`config.mk`:
```
export PLATFORM = sky130hd
export DESIGN_NAME = rtc_calendar
export DESIGN_NICKNAME = d
export VERILOG_FILES = /design/src/rtl/rtc_pkg.sv /design/src/rtl/rtc_prescaler.sv /design/src/rtl/rtc_month_len.sv /design/src/rtl/rtc_hour_step.sv /design/src/rtl/rtc_time_core.sv /design/src/rtl/rtc_calendar.sv
export SDC_FILE = /design/constraint.sdc
export NUM_CORES = 1
export LEC_CHECK = 0
export CORE_MARGIN = 10
export CORE_UTILIZATION = 30
export CTS_CLUSTER_DIAMETER = 40
export DETAILED_ROUTE_END_ITERATION = 8
export GPL_ROUTABILITY_DRIVEN = 1
export SKIP_CTS_REPAIR_TIMING = 1
export SLEW_MARGIN = 20
export SYNTH_ARGS = -nofsm -noshare
export SYNTH_HDL_FRONTEND = slang
export SYNTH_SLANG_ARGS = --single-unit
```
`constraint.sdc`:
```
create_clock -name clk -period 2.8 [get_ports clk]
set_input_delay 0.7 -clock clk [delete_from_list [all_inputs] [get_ports clk]]
set_output_delay 0.7 -clock clk [all_outputs]
set_load 0.02 [all_outputs]
```
`src/rtl/rtc_pkg.sv`:
```
package rtc_pkg;
  localparam int REG_AW = 3;
  localparam int REG_DW = 8;

  typedef enum logic [REG_AW-1:0] {
    A_SEC  = 3'd0,
    A_MIN  = 3'd1,
    A_HOUR = 3'd2,
    A_DATE = 3'd3,
    A_MON  = 3'd4,
    A_WDAY = 3'd5,
    A_YEAR = 3'd6,
    A_NONE = 3'd7
  } reg_addr_e;

  // bits that hold meaning in each register
  localparam logic [7:0] M_SEC  = 8'hFF;
  localparam logic [7:0] M_MIN  = 8'h7F;
  localparam logic [7:0] M_HOUR = 8'hBF;
  localparam logic [7:0] M_DATE = 8'h3F;
  localparam logic [7:0] M_MON  = 8'h1F;
  localparam logic [7:0] M_WDAY = 8'h07;
  localparam logic [7:0] M_YEAR = 8'hFF;

  // two-digit BCD increment with no wrap handling
  function automatic logic [7:0] bcd_inc(input logic [7:0] v);
    if (v[3:0] == 4'h9) return {v[7:4] + 4'h1, 4'h0};
    else                return {v[7:4], v[3:0] + 4'h1};
  endfunction
endpackage

```
`src/rtl/rtc_prescaler.sv`:
```
module rtc_prescaler #(
  parameter int DIV = 32768
) (
  input  logic clk,
  input  logic rst,
  input  logic en,
  input  logic clr,
  output logic tick
);
  generate
    if (DIV <= 1) begin : g_pass
      assign tick = en & ~clr;
    end else begin : g_cnt
      localparam int CW = $clog2(DIV);
      localparam logic [CW-1:0] LAST = CW'(DIV - 1);
      logic [CW-1:0] cnt_q;

      assign tick = en && !clr && (cnt_q == LAST);

      always_ff @(posedge clk) begin
        if (rst || clr)     cnt_q <= '0;
        else if (en) begin
          if (cnt_q == LAST) cnt_q <= '0;
          else               cnt_q <= cnt_q + 1'b1;
        end
      end
    end
  endgenerate
endmodule

```
`src/rtl/rtc_month_len.sv`:
```
module rtc_month_len (
  input  logic [7:0] month,
  input  logic [7:0] year,
  output logic [7:0] last_date
);
  logic leap;
  logic [1:0] mod4;

  // (10*T + U) mod 4 == (2*T + U) mod 4
  assign mod4 = {year[4], 1'b0} + year[1:0];
  assign leap = (mod4 == 2'b00);

  always_comb begin
    unique case (month)
      8'h02:                      last_date = leap ? 8'h29 : 8'h28;
      8'h04, 8'h06, 8'h09, 8'h11: last_date = 8'h30;
      default:                    last_date = 8'h31;
    endcase
  end
endmodule

```
`src/rtl/rtc_hour_step.sv`:
```
module rtc_hour_step (
  input  logic [7:0] hour_q,
  output logic [7:0] hour_n,
  output logic       day_carry
);
  import rtc_pkg::*;

  logic       mode12;
  logic       pm;
  logic [4:0] h12;
  logic [7:0] h24;
  logic [7:0] inc12;
  logic [7:0] inc24;

  assign mode12 = hour_q[7];
  assign pm     = hour_q[5];
  assign h12    = hour_q[4:0];
  assign h24    = {2'b00, hour_q[5:0]};
  assign inc12  = bcd_inc({3'b000, h12});
  assign inc24  = bcd_inc(h24);

  always_comb begin
    day_carry = 1'b0;
    if (!mode12) begin
      if (h24 == 8'h23) begin
        hour_n    = 8'h00;
        day_carry = 1'b1;
      end else begin
        hour_n = {2'b00, inc24[5:0]};
      end
    end else begin
      if (h12 == 5'h11) begin
        hour_n    = {1'b1, 1'b0, ~pm, 5'h12};
        day_carry = pm;
      end else if (h12 == 5'h12) begin
        hour_n = {1'b1, 1'b0, pm, 5'h01};
      end else begin
        hour_n = {1'b1, 1'b0, pm, inc12[4:0]};
      end
    end
  end
endmodule

```
`src/rtl/rtc_time_core.sv`:
```
module rtc_time_core (
  input  logic       clk,
  input  logic       rst,
  input  logic       step,
  input  logic       wr_en,
  input  logic [2:0] wr_addr,
  input  logic [7:0] wr_data,
  output logic [7:0] sec_q,
  output logic [7:0] min_q,
  output logic [7:0] hour_q,
  output logic [7:0] date_q,
  output logic [7:0] mon_q,
  output logic [7:0] wday_q,
  output logic [7:0] year_q
);
  import rtc_pkg::*;

  logic       sec_wrap, min_wrap, date_step, date_wrap, mon_step, mon_wrap;
  logic       hour_carry;
  logic [7:0] hour_nx;
  logic [7:0] last_date;

  rtc_hour_step u_hour (
    .hour_q   (hour_q),
    .hour_n   (hour_nx),
    .day_carry(hour_carry)
  );

  rtc_month_len u_mlen (
    .month    (mon_q),
    .year     (year_q),
    .last_date(last_date)
  );

  assign sec_wrap  = (sec_q[6:0] == 7'h59);
  assign min_wrap  = sec_wrap && (min_q == 8'h59);
  assign date_step = min_wrap && hour_carry;
  assign date_wrap = (date_q == last_date);
  assign mon_step  = date_step && date_wrap;
  assign mon_wrap  = (mon_q == 8'h12);

  always_ff @(posedge clk) begin
    if (rst) begin
      sec_q  <= 8'h00;
      min_q  <= 8'h00;
      hour_q <= 8'h00;
      date_q <= 8'h01;
      mon_q  <= 8'h01;
      wday_q <= 8'h01;
      year_q <= 8'h00;
    end else if (wr_en) begin
      unique case (reg_addr_e'(wr_addr))
        A_SEC:   sec_q  <= wr_data & M_SEC;
        A_MIN:   min_q  <= wr_data & M_MIN;
        A_HOUR:  hour_q <= wr_data & M_HOUR;
        A_DATE:  date_q <= wr_data & M_DATE;
        A_MON:   mon_q  <= wr_data & M_MON;
        A_WDAY:  wday_q <= wr_data & M_WDAY;
        A_YEAR:  year_q <= wr_data & M_YEAR;
        default: ;
      endcase
    end else if (step) begin
      sec_q <= sec_wrap ? 8'h00 : {1'b0, bcd_inc({1'b0, sec_q[6:0]})};
      if (sec_wrap)
        min_q <= (min_q == 8'h59) ? 8'h00 : bcd_inc(min_q);
      if (min_wrap)
        hour_q <= hour_nx;
      if (date_step) begin
        date_q <= date_wrap ? 8'h01 : bcd_inc(date_q);
        wday_q <= (wday_q == 8'h07) ? 8'h01 : wday_q + 8'h01;
      end
      if (mon_step)
        mon_q <= mon_wrap ? 8'h01 : bcd_inc(mon_q);
      if (mon_step && mon_wrap)
        year_q <= (year_q == 8'h99) ? 8'h00 : bcd_inc(year_q);
    end
  end
endmodule

```
`src/rtl/rtc_calendar.sv`:
```
module rtc_calendar #(
  parameter int DIV = 32768
) (
  input  logic       clk,
  input  logic       rst,
  input  logic       ref_tick,
  input  logic       wr_en,
  input  logic [2:0] wr_addr,
  input  logic [7:0] wr_data,
  input  logic [2:0] rd_addr,
  output logic [7:0] rd_data
);
  import rtc_pkg::*;

  logic       one_sec;
  logic       pre_clr;
  logic       halted;
  logic [7:0] sec_q, min_q, hour_q, date_q, mon_q, wday_q, year_q;

  assign halted  = sec_q[7];
  assign pre_clr = wr_en && (reg_addr_e'(wr_addr) == A_SEC);

  rtc_prescaler #(.DIV(DIV)) u_pre (
    .clk (clk),
    .rst (rst),
    .en  (ref_tick && !halted),
    .clr (pre_clr),
    .tick(one_sec)
  );

  rtc_time_core u_core (
    .clk    (clk),
    .rst    (rst),
    .step   (one_sec),
    .wr_en  (wr_en),
    .wr_addr(wr_addr),
    .wr_data(wr_data),
    .sec_q  (sec_q),
    .min_q  (min_q),
    .hour_q (hour_q),
    .date_q (date_q),
    .mon_q  (mon_q),
    .wday_q (wday_q),
    .year_q (year_q)
  );

  always_ff @(posedge clk) begin
    if (rst) rd_data <= 8'h00;
    else begin
      unique case (reg_addr_e'(rd_addr))
        A_SEC:   rd_data <= sec_q;
        A_MIN:   rd_data <= min_q;
        A_HOUR:  rd_data <= hour_q;
        A_DATE:  rd_data <= date_q;
        A_MON:   rd_data <= mon_q;
        A_WDAY:  rd_data <= wday_q;
        A_YEAR:  rd_data <= year_q;
        default: rd_data <= 8'h00;
      endcase
    end
  end
endmodule

```
==> reports/metrics.cfg, run 1 <==
[floorplanning]
die_area_mm2=0.0226
die_w_um=150
dieHeight_um=150
initial_utilization_pct=30.7
coreArea_mm2=0.0166
boundaryPins=26
num_rows=47

[routing]
routed_via_density=5.40
detailed_routing_iteration_count_for_the_pre_antenna_repair_pass=7
dr_drc_count=0
route.detailed.wl_per_inst_um=17.1
detail_route.wirelength_um=15500
postRouteAntennaNets=0
detailedRoute.firstIterationViolations=424
vias=4895

[yosys]
ys_types=81
synth-main-ff-cell=sky130_fd_sc_hd__dfxtp_1
syn_inst=629
cell_area_after_synthesis_mm2=0.00510
sequential_fraction_of_the_synthesis_area_pct=30.6
postSynthNetCount=666
post_synth_main_area_contributors=sky130_fd_sc_hd__dfxtp_1 31%, sky130_fd_sc_hd__nand2_1 5.0%, sky130_fd_sc_hd__o21ai_0 4.8%
asyncSetResetFlopFracSynth_pct=0
synthDominantCellAreaShare_pct=30.6
synthDominantAreaCellType=sky130_fd_sc_hd__dfxtp_1
yosysWarnings=0
synth_edf_count=0
synth-seq-cells=78
syn_avg_cell_area_um2=8.11

[power_and_ir_drop]
power.share.clock_pct=43.2
internal_power_mw=1.90
leakagePower_nw=2.28
power_density_mw_per_mm2=415
power_frac_comb_pct=11.4
power.share.switching_pct=25.6
switching_power_mw=0.653
p_seq_share_pct=45.4
power.ir.vdd_worst_uv=240
power.total_mw=2.55

[final_layout]
area.sequential_mm2=0.00156
nFillCells=1729
n_antenna_cell=0
final_cell_count_no_fill=906
final_util_pct=37.0
layout.nets=719
layout.cells.most_common=sky130_fd_sc_hd__dfxtp_1
final_layout_size_suffix_gt1_share_pct=13.3
multi_input_area_mm2=0.00330
layout_common_cells=78 x sky130_fd_sc_hd__dfxtp_1, 68 x sky130_fd_sc_hd__nand2_1, 58 x sky130_fd_sc_hd__nor2_1
syn2layout_area_growth_pct=20.6

[placed_design]
buffer_ports.inserted=25
dpl.cell_count=891
dpl.hpwl_um=11500
routabilityCongestion=0.877
setup_ws_pre_cts_ns=-0.0776

[hold_path]
hold_path_class=reg -> reg
hold_path_startpoint=u_core.mon_q[4]
whs_endpoint=u_core.mon_q[4]
hold_path_depth=2

[global_routing]
grt_usage_pct=13.8
global_route_wire_length_before_repair_um=24600
number_of_global_route_vias_before_repair=4553
grt_max_degree=29
antenna_found_initial=0
grt-ovfl-total=0

[sta]
worst_clock_skew_ns=0.00617
rsz0062_at_grt=false
timing.final.crit_period_ns=2.54
worst-slew-pin-transition_ns=0.742
fmax_ghz=0.394
slew_headroom_pct=50.0
final_min_period_over_clock_period_pct=90.7
final-hold-violation-count=0
setup_violations=0
fin_ws_ns=0.260
timing_max_transition_violations_final=0

[clock_tree]
cts_tree=done
cts_root_buffer=sky130_fd_sc_hd__clkbuf_16
insertion_delay_ns=0.34
clk_pin_slew_ns=0.06
clock_tree.buffer_depth=2
htree_levels=3
numCtsBuffers=9
clock-sinks=78

[worst_setup_path]
r2r_slack_ns=0.26
worst_reg_to_reg_path_cell_count=7
r2r-end=u_core.year_q[2]
critPathKind=reg -> reg
critical_path_required_ns=3.07
timing.critical_path.to_type=register
r2r-start=u_core.mon_q[2]
worst_setup_path_start_kind=register
critical_path.max_fanout=7
timing.critical_path.arrival_ns=2.81

[status]
outcome=finished, final reports clean

[job]
maxCapViolations=0

routing by layer:
| layer | share of wire (%) | global-route usage, % | wire (um) | vias to the layer above |
|---|---|---|---|---|
| li1 | - | - | - | 2419 |
| met5 | 0 | 0 | 0 | - |
| met1 | 48 | 18.6 | 7370 | 2334 |
| met3 | 5.7 | 2.97 | 878 | 24 |
| met4 | 1.7 | 5.30 | 259 | 0 |
| met2 | 45 | 21.2 | 6950 | 118 |
cells in the mapped netlist (3+ instances only):
cell	number
sky130_fd_sc_hd__mux2i_1	23
sky130_fd_sc_hd__nor2_1	58
sky130_fd_sc_hd__a211oi_1	7
sky130_fd_sc_hd__dfxtp_1	78
sky130_fd_sc_hd__nor3_1	19
sky130_fd_sc_hd__and3_1	6
sky130_fd_sc_hd__a22oi_1	3
sky130_fd_sc_hd__and4_1	3
sky130_fd_sc_hd__o2bb2ai_1	4
sky130_fd_sc_hd__a311oi_1	5
sky130_fd_sc_hd__clkbuf_1	18
sky130_fd_sc_hd__ha_1	19
sky130_fd_sc_hd__nand4_1	8
sky130_fd_sc_hd__a31oi_1	8
sky130_fd_sc_hd__o211ai_1	11
sky130_fd_sc_hd__inv_1	23
sky130_fd_sc_hd__mux4_2	7
sky130_fd_sc_hd__a21oi_1	28
sky130_fd_sc_hd__nand2_1	68
sky130_fd_sc_hd__o221ai_1	3
sky130_fd_sc_hd__nand2b_1	5
sky130_fd_sc_hd__and2_1	8
sky130_fd_sc_hd__xnor2_1	12
sky130_fd_sc_hd__a2111oi_0	4
sky130_fd_sc_hd__nor2b_1	11
sky130_fd_sc_hd__nor4_1	4
sky130_fd_sc_hd__nand4b_1	5
sky130_fd_sc_hd__o2111ai_1	4
sky130_fd_sc_hd__o21ai_0	49
sky130_fd_sc_hd__xor2_1	9
sky130_fd_sc_hd__buf_2	10
sky130_fd_sc_hd__nor3b_1	4
sky130_fd_sc_hd__nand3_1	34
sky130_fd_sc_hd__o211a_1	6
sky130_fd_sc_hd__nand3b_1	5
sky130_fd_sc_hd__buf_1	6
sequential cells by signal (all words and copies together) (netlist names):
signal,count
u_core.hour_q,7
u_core.sec_q,8
rd_data,8
u_core.mon_q,8
u_core.min_q,8
u_pre.g_cnt.cnt_q,15
u_core.wday_q,8
u_core.year_q,8
u_core.date_q,8
stage by stage:
step	instance area [um2]	TNS, ns	hold slack [ns]
after floorplan	5100	0	0.460
after global placement	5880	-0.299	0.486
after detailed placement	5880	-0.628	0.495
after CTS	6150	0	0.499
after global routing	6150	0	0.527
final	6150	0	0.497
power groups by stage:
stage,combinational [mW],sequential [mW],clock (mW)
after floorplan,0.173,1.17,0
after global placement,0.287,1.18,0
after detailed placement,0.288,1.18,0
after CTS,0.289,1.16,1.11
after global routing,0.318,1.16,1.18
final,0.291,1.16,1.10
worst max-delay path by stage:
stage | cells after the start | slack, ns | to | from
final | 7 | 0.26 | u_core.year_q[2] | u_core.mon_q[2]
after global routing | 8 | 0.07 | u_core.hour_q[0] | wr_en
after CTS | 8 | 0.26 | u_core.mon_q[6] | ref_tick
after detailed placement | 8 | -0.08 | u_core.mon_q[6] | ref_tick
after global placement | 8 | -0.05 | u_core.mon_q[7] | wr_en
after floorplan | 6 | 0.29 | u_core.min_q[7] | ref_tick
cell families after synthesis:
family	after synthesis	share of synthesized area, %
AND/OR/NAND/NOR	259	26.1
XOR/XNOR	21	3.61
flip-flops	78	30.6
adder cells (fa/ha/maj)	19	4.66
buffers and inverters	59	4.66
multiplexers	33	8.31
AO/OA/AOI/OAI	160	22.1
final cells by class:
class	instances	area share, %
Tap cell	220	4.48
Multi-Input combinational cell	492	53.7
Clock buffer	14	4.29
Sequential cell	78	25.4
Clock inverter	1	0.0814
Inverter	24	1.46
Timing Repair Buffer	77	10.6
worst max-delay path, stage by stage (launching register included):
cell                      delay (ns)
sky130_fd_sc_hd__dfxtp_1        0.38
sky130_fd_sc_hd__or3_4          0.44
sky130_fd_sc_hd__or4_4          0.54
sky130_fd_sc_hd__and3_2         0.24
sky130_fd_sc_hd__mux2i_2        0.40
sky130_fd_sc_hd__a31oi_1        0.15
sky130_fd_sc_hd__buf_4          0.17
sky130_fd_sc_hd__o22ai_1        0.15
Note: power is estimated with default switching activity, not from simulation.
==> inputs of run 2 (changes only) <==
- CORE_ASPECT_RATIO: not set -> 0.5
- clock period: 2.8 -> 2.9 ns (I/O delays scaled with it)
==> reports/metrics.cfg, run 2 (same netlist as run 1, synthesis figures left out) <==
[status]
outcome=finished, final reports clean

[final_layout]
layout_common_cells=78 x sky130_fd_sc_hd__dfxtp_1, 68 x sky130_fd_sc_hd__nand2_1, 58 x sky130_fd_sc_hd__nor2_1
finish.instance_area_mm2=0.00612
layout.nets=712
max_flop_register=u_pre.g_cnt.cnt_q
n_antenna_cell=0
layout.cells.most_common=sky130_fd_sc_hd__dfxtp_1
final_layout_size_suffix_gt1_share_pct=12.9
nFillCells=1668
syn2layout_area_growth_pct=19.9
largest_register_ff_count=15

[routing]
postRouteAntennaNets=0
detailed_routing_iteration_count_for_the_pre_antenna_repair_pass=5
vias=4985
routed_via_density=5.50
dr_drc_count=0
detailedRoute.firstIterationViolations=413
detail_route.wirelength_um=15800
route.detailed.wl_per_inst_um=17.4

[worst_setup_path]
critical_path.n_buffers_inverters=1
crit_path_max_incr_delay_ns=0.55
crit_slowest_cell=sky130_fd_sc_hd__or4_4
critical_path.max_fanout=6
timing.critical_path.to_type=register
cpLargestDelayFamily=simple AND/OR/NAND/NOR gates
worst_setup_path_start_kind=register
critPathKind=reg -> reg
path_cells=inv_1 -> ha_1 -> nand4bb_1 -> or4_4 -> and3_2 -> mux2i_2 -> a31oi_1 -> mux2i_1
timing.critical_path.arrival_ns=2.90
critical_path_required_ns=3.18

[clock_tree]
cts_root_buffer=sky130_fd_sc_hd__clkbuf_16
clock_tree.buffer_depth=2
clk_pin_slew_ns=0.07
cts_tree=done
htree_levels=3
numCtsBuffers=9
insertion_delay_ns=0.35
clock-sinks=78

[job]
maxCapViolations=0

[sta]
worst_clock_skew_ns=0.0124
fmax_ghz=0.381
timing.final.crit_period_ns=2.62
rsz0062_at_grt=false
timing_max_transition_violations_final=0
worst-slew-pin-transition_ns=0.806
final_min_period_over_clock_period_pct=90.5
final-hold-violation-count=0
setup_violations=0
slew_headroom_pct=46.2

[power_and_ir_drop]
power_density_mw_per_mm2=412
power.total_mw=2.52
leakagePower_nw=2.25
power.ir.vdd_worst_uv=310

[global_routing]
grt_usage_pct=13.7
antenna_found_initial=0
grt-ovfl-total=0
grt_max_degree=29
number_of_global_route_vias_before_repair=4627
global_route_wire_length_before_repair_um=25400

[floorplanning]
die_w_um=204
dieHeight_um=112
die_area_mm2=0.0229
boundaryPins=26
num_rows=33
initial_utilization_pct=30.9
coreArea_mm2=0.0165

[placed_design]
placed_area_mm2=0.00583
buffer_ports.inserted=25
dpl.hpwl_um=11900
routabilityCongestion=0.929

[hold_path]
hold_path_class=reg -> reg

## run 2: power breakdown
group / switching, mW / internal, mW / total [mW]
clock: 0.511 / 0.617 / 1.13
combinational: 0.162 / 0.116 / 0.278
sequential: 0.0263 / 1.09 / 1.12
total: 0.699 / 1.82 / 2.52
## run 2: area by class of cell
type	instances	area (um2)	area share [%]
timing repair buffer	70	588	9.61
inverter	24	90.1	1.47
tap	227	284	4.64
clock buffer	10	239	3.91
multi-input combinational	492	3300	54.0
clock inverter	6	53.8	0.879
sequential	78	1560	25.5
## run 2: stage by stage
step / setup slack [ns] / hold slack [ns] / util [%] / instances / TNS (ns)
floorplan: 0.362 / 0.460 / - / 629 / 0
detailed placement: -0.0735 / 0.509 / 35.3 / 891 / -0.497
CTS: 0.283 / 0.522 / 37.0 / 907 / 0
global route: 0.164 / 0.557 / 37.0 / 907 / 0
finish: 0.276 / 0.521 / 37.0 / 907 / 0
global placement: 0.0281 / 0.500 / 35.3 / 891 / 0
## run 2: path summary, 6_finish.rpt
kind	startpoint	endpoint	slack (ns)	depth (start not counted)
setup / recovery	u_core.mon_q[4]	u_core.year_q[1]	0.28	8
hold / removal	u_core.min_q[3]	u_core.min_q[3]	0.52	2
setup reg to reg	u_core.mon_q[4]	u_core.year_q[1]	0.28	8
hold reg to reg	u_core.min_q[3]	u_core.min_q[3]	0.52	2
## run 2: per-layer routing
| layer | global-route usage [%] | vias up | part of all wire [%] |
|---|---|---|---|
| met5 | 0 | - | 0 |
| met4 | 4.90 | 0 | 2.2 |
| met3 | 2.47 | 27 | 5.4 |
| met2 | 21.7 | 150 | 46 |
| met1 | 18.1 | 2398 | 47 |
| li1 | - | 2410 | - |
## run 2: worst register-to-register path: cells and delay by family, from the launching register on
family | cells | cell delay [ns]
AOI/OAI and AO/OA | 1 | 0.43
muxes | 2 | 0.44
adders and majority gates | 1 | 0.21
DFF | 1 | 0.37
buffers and inverters | 1 | 0.11
and+or+nand+nor | 3 | 1.00
==> inputs of run 3 (changes only) <==
- GPL_ROUTABILITY_DRIVEN: 1 -> 0
==> reports/metrics.cfg, run 3 (same netlist as run 1, synthesis figures left out) <==
[status]
outcome=finished, final reports clean

[routing]
route.detailed.wl_per_inst_um=17.5
detail_route.wirelength_um=15900
detailed_routing_iteration_count_for_the_pre_antenna_repair_pass=5
postRouteAntennaNets=0
routed_via_density=5.49
detailedRoute.firstIterationViolations=452
vias=4982
dr_drc_count=0

[power_and_ir_drop]
power_density_mw_per_mm2=430
power.ir.vdd_worst_uv=305
leakagePower_nw=2.28

[clock_tree]
insertion_delay_ns=0.35
cts_root_buffer=sky130_fd_sc_hd__clkbuf_16
clock-sinks=78
clock_tree.buffer_depth=2
htree_levels=3
clk_pin_slew_ns=0.07
numCtsBuffers=9
cts_tree=done

[global_routing]
grt-ovfl-total=0
antenna_found_initial=0
use_met1_pct=17.9
global_route_wire_length_before_repair_um=25300
busiest_layer_in_global_routing=met2
grt_usage_pct=13.6
gr-usage-met3_pct=2.90
number_of_global_route_vias_before_repair=4630
groute.layer.met2.usage_pct=21.6
grt_max_degree=29

[sta]
rsz0062_at_grt=false
worst_clock_skew_ns=0.00958
fmax_ghz=0.380
fin_ws_ns=0.269
setup_violations=0
final_min_period_over_clock_period_pct=90.7
worst-slew-pin-transition_ns=0.868
timing_max_transition_violations_final=0
slew_headroom_pct=42.0
final-hold-violation-count=0
timing.final.crit_period_ns=2.63

[final_layout]
nFillCells=1686
syn2layout_area_growth_pct=21.2
layout.nets=713
layout.cells.most_common=sky130_fd_sc_hd__dfxtp_1
layout_common_cells=78 x sky130_fd_sc_hd__dfxtp_1, 68 x sky130_fd_sc_hd__nand2_1, 58 x sky130_fd_sc_hd__nor2_1
n_antenna_cell=0
final_util_pct=37.4
final_layout_size_suffix_gt1_share_pct=12.9
largest_register_ff_count=15
final_cell_count_no_fill=908
max_flop_register=u_pre.g_cnt.cnt_q

[worst_setup_path]
critical_path_required_ns=3.12
crit_path_max_incr_delay_ns=0.55
critPathKind=reg -> reg
critical_path.max_fanout=6
worst_setup_path_start_kind=register
critical_path.n_buffers_inverters=1
path_depth=8
cpLargestDelayFamily=simple AND/OR/NAND/NOR gates
worst_reg_to_reg_path_cell_count=8
timing.critical_path.to_type=register
path_cells=inv_1 -> ha_1 -> nand4bb_1 -> or4_4 -> and3_2 -> mux2i_2 -> a31oi_1 -> mux2i_1
timing.critical_path.arrival_ns=2.85
crit_slowest_cell=sky130_fd_sc_hd__or4_4

[floorplanning]
dieHeight_um=112
die_area_mm2=0.0229
die_w_um=204
initial_utilization_pct=30.9
num_rows=33
coreArea_mm2=0.0165
boundaryPins=26

[placed_design]
buffer_ports.inserted=25
dpl.hpwl_um=11900
dpl.cell_count=892
setup_ws_pre_cts_ns=-0.00395

[job]
maxCapViolations=0

[hold_path]
hold_path_depth=2
hold_path_class=reg -> reg

-- run 3: cell types whose count changed in the layout (fill, tap and decap cells not counted), sizes merged --
cell	previous run	this run
bufinv	0	2
clkbuf	10	11
inv	25	24
clkinv	4	2
buf	45	46
-- run 3: worst register-to-register path: cells and delay by family, from the launching register on --
kind | cells | cell delay (ns)
AOI/OAI and AO/OA | 1 | 0.28
adders and majority gates | 1 | 0.20
buffers and inverters | 1 | 0.11
DFF | 1 | 0.37
muxes | 2 | 0.56
and+or+nand+nor | 3 | 0.98
-- run 3: stage by stage --
step	cell area, um2	setup TNS (ns)	total power, mW	hold slack, ns
2_1_floorplan	5100	0	1.30	0.460
3_3_place_gp	5860	0	1.42	0.504
3_5_place_dp	5860	-0.00443	1.42	0.512
4_1_cts	6180	0	2.68	0.519
5_1_grt	6180	0	2.74	0.538
6_report	6180	0	2.66	0.518
-- run 3: power by group --
part	leakage [nW]	total [mW]	switching [mW]	internal (mW)
Combinational	1.49	0.282	0.163	0.119
Sequential	0.631	1.12	0.0261	1.09
Clock	0.156	1.26	0.482	0.780
Total	2.28	2.66	0.671	1.99
-- run 3: final timing paths --
| check | start | end | slack (ns) |
|---|---|---|---|
| max reg2reg | u_core.mon_q[4] | u_core.year_q[1] | 0.27 |
| max | u_core.mon_q[4] | u_core.year_q[1] | 0.27 |
| min | u_core.min_q[7] | u_core.min_q[7] | 0.52 |
| min reg2reg | u_core.min_q[7] | u_core.min_q[7] | 0.52 |
-- run 3: metal layers --
| layer | vias to the layer above | part of all wire (%) |
|---|---|---|
| met1 | 2376 | 46 |
| li1 | 2413 | - |
| met5 | - | 0 |
| met4 | 0 | 2.2 |
| met2 | 169 | 45 |
| met3 | 24 | 6.7 |
-- run 3: cell type report --
type	instances	area [um2]	area share, %
Sequential cell	78	1560	25.3
Inverter	24	90.1	1.46
Multi-Input combinational cell	492	3300	53.4
Tap cell	227	284	4.59
Timing Repair Buffer	71	621	10.0
Clock buffer	11	243	3.93
Clock inverter	5	81.3	1.32
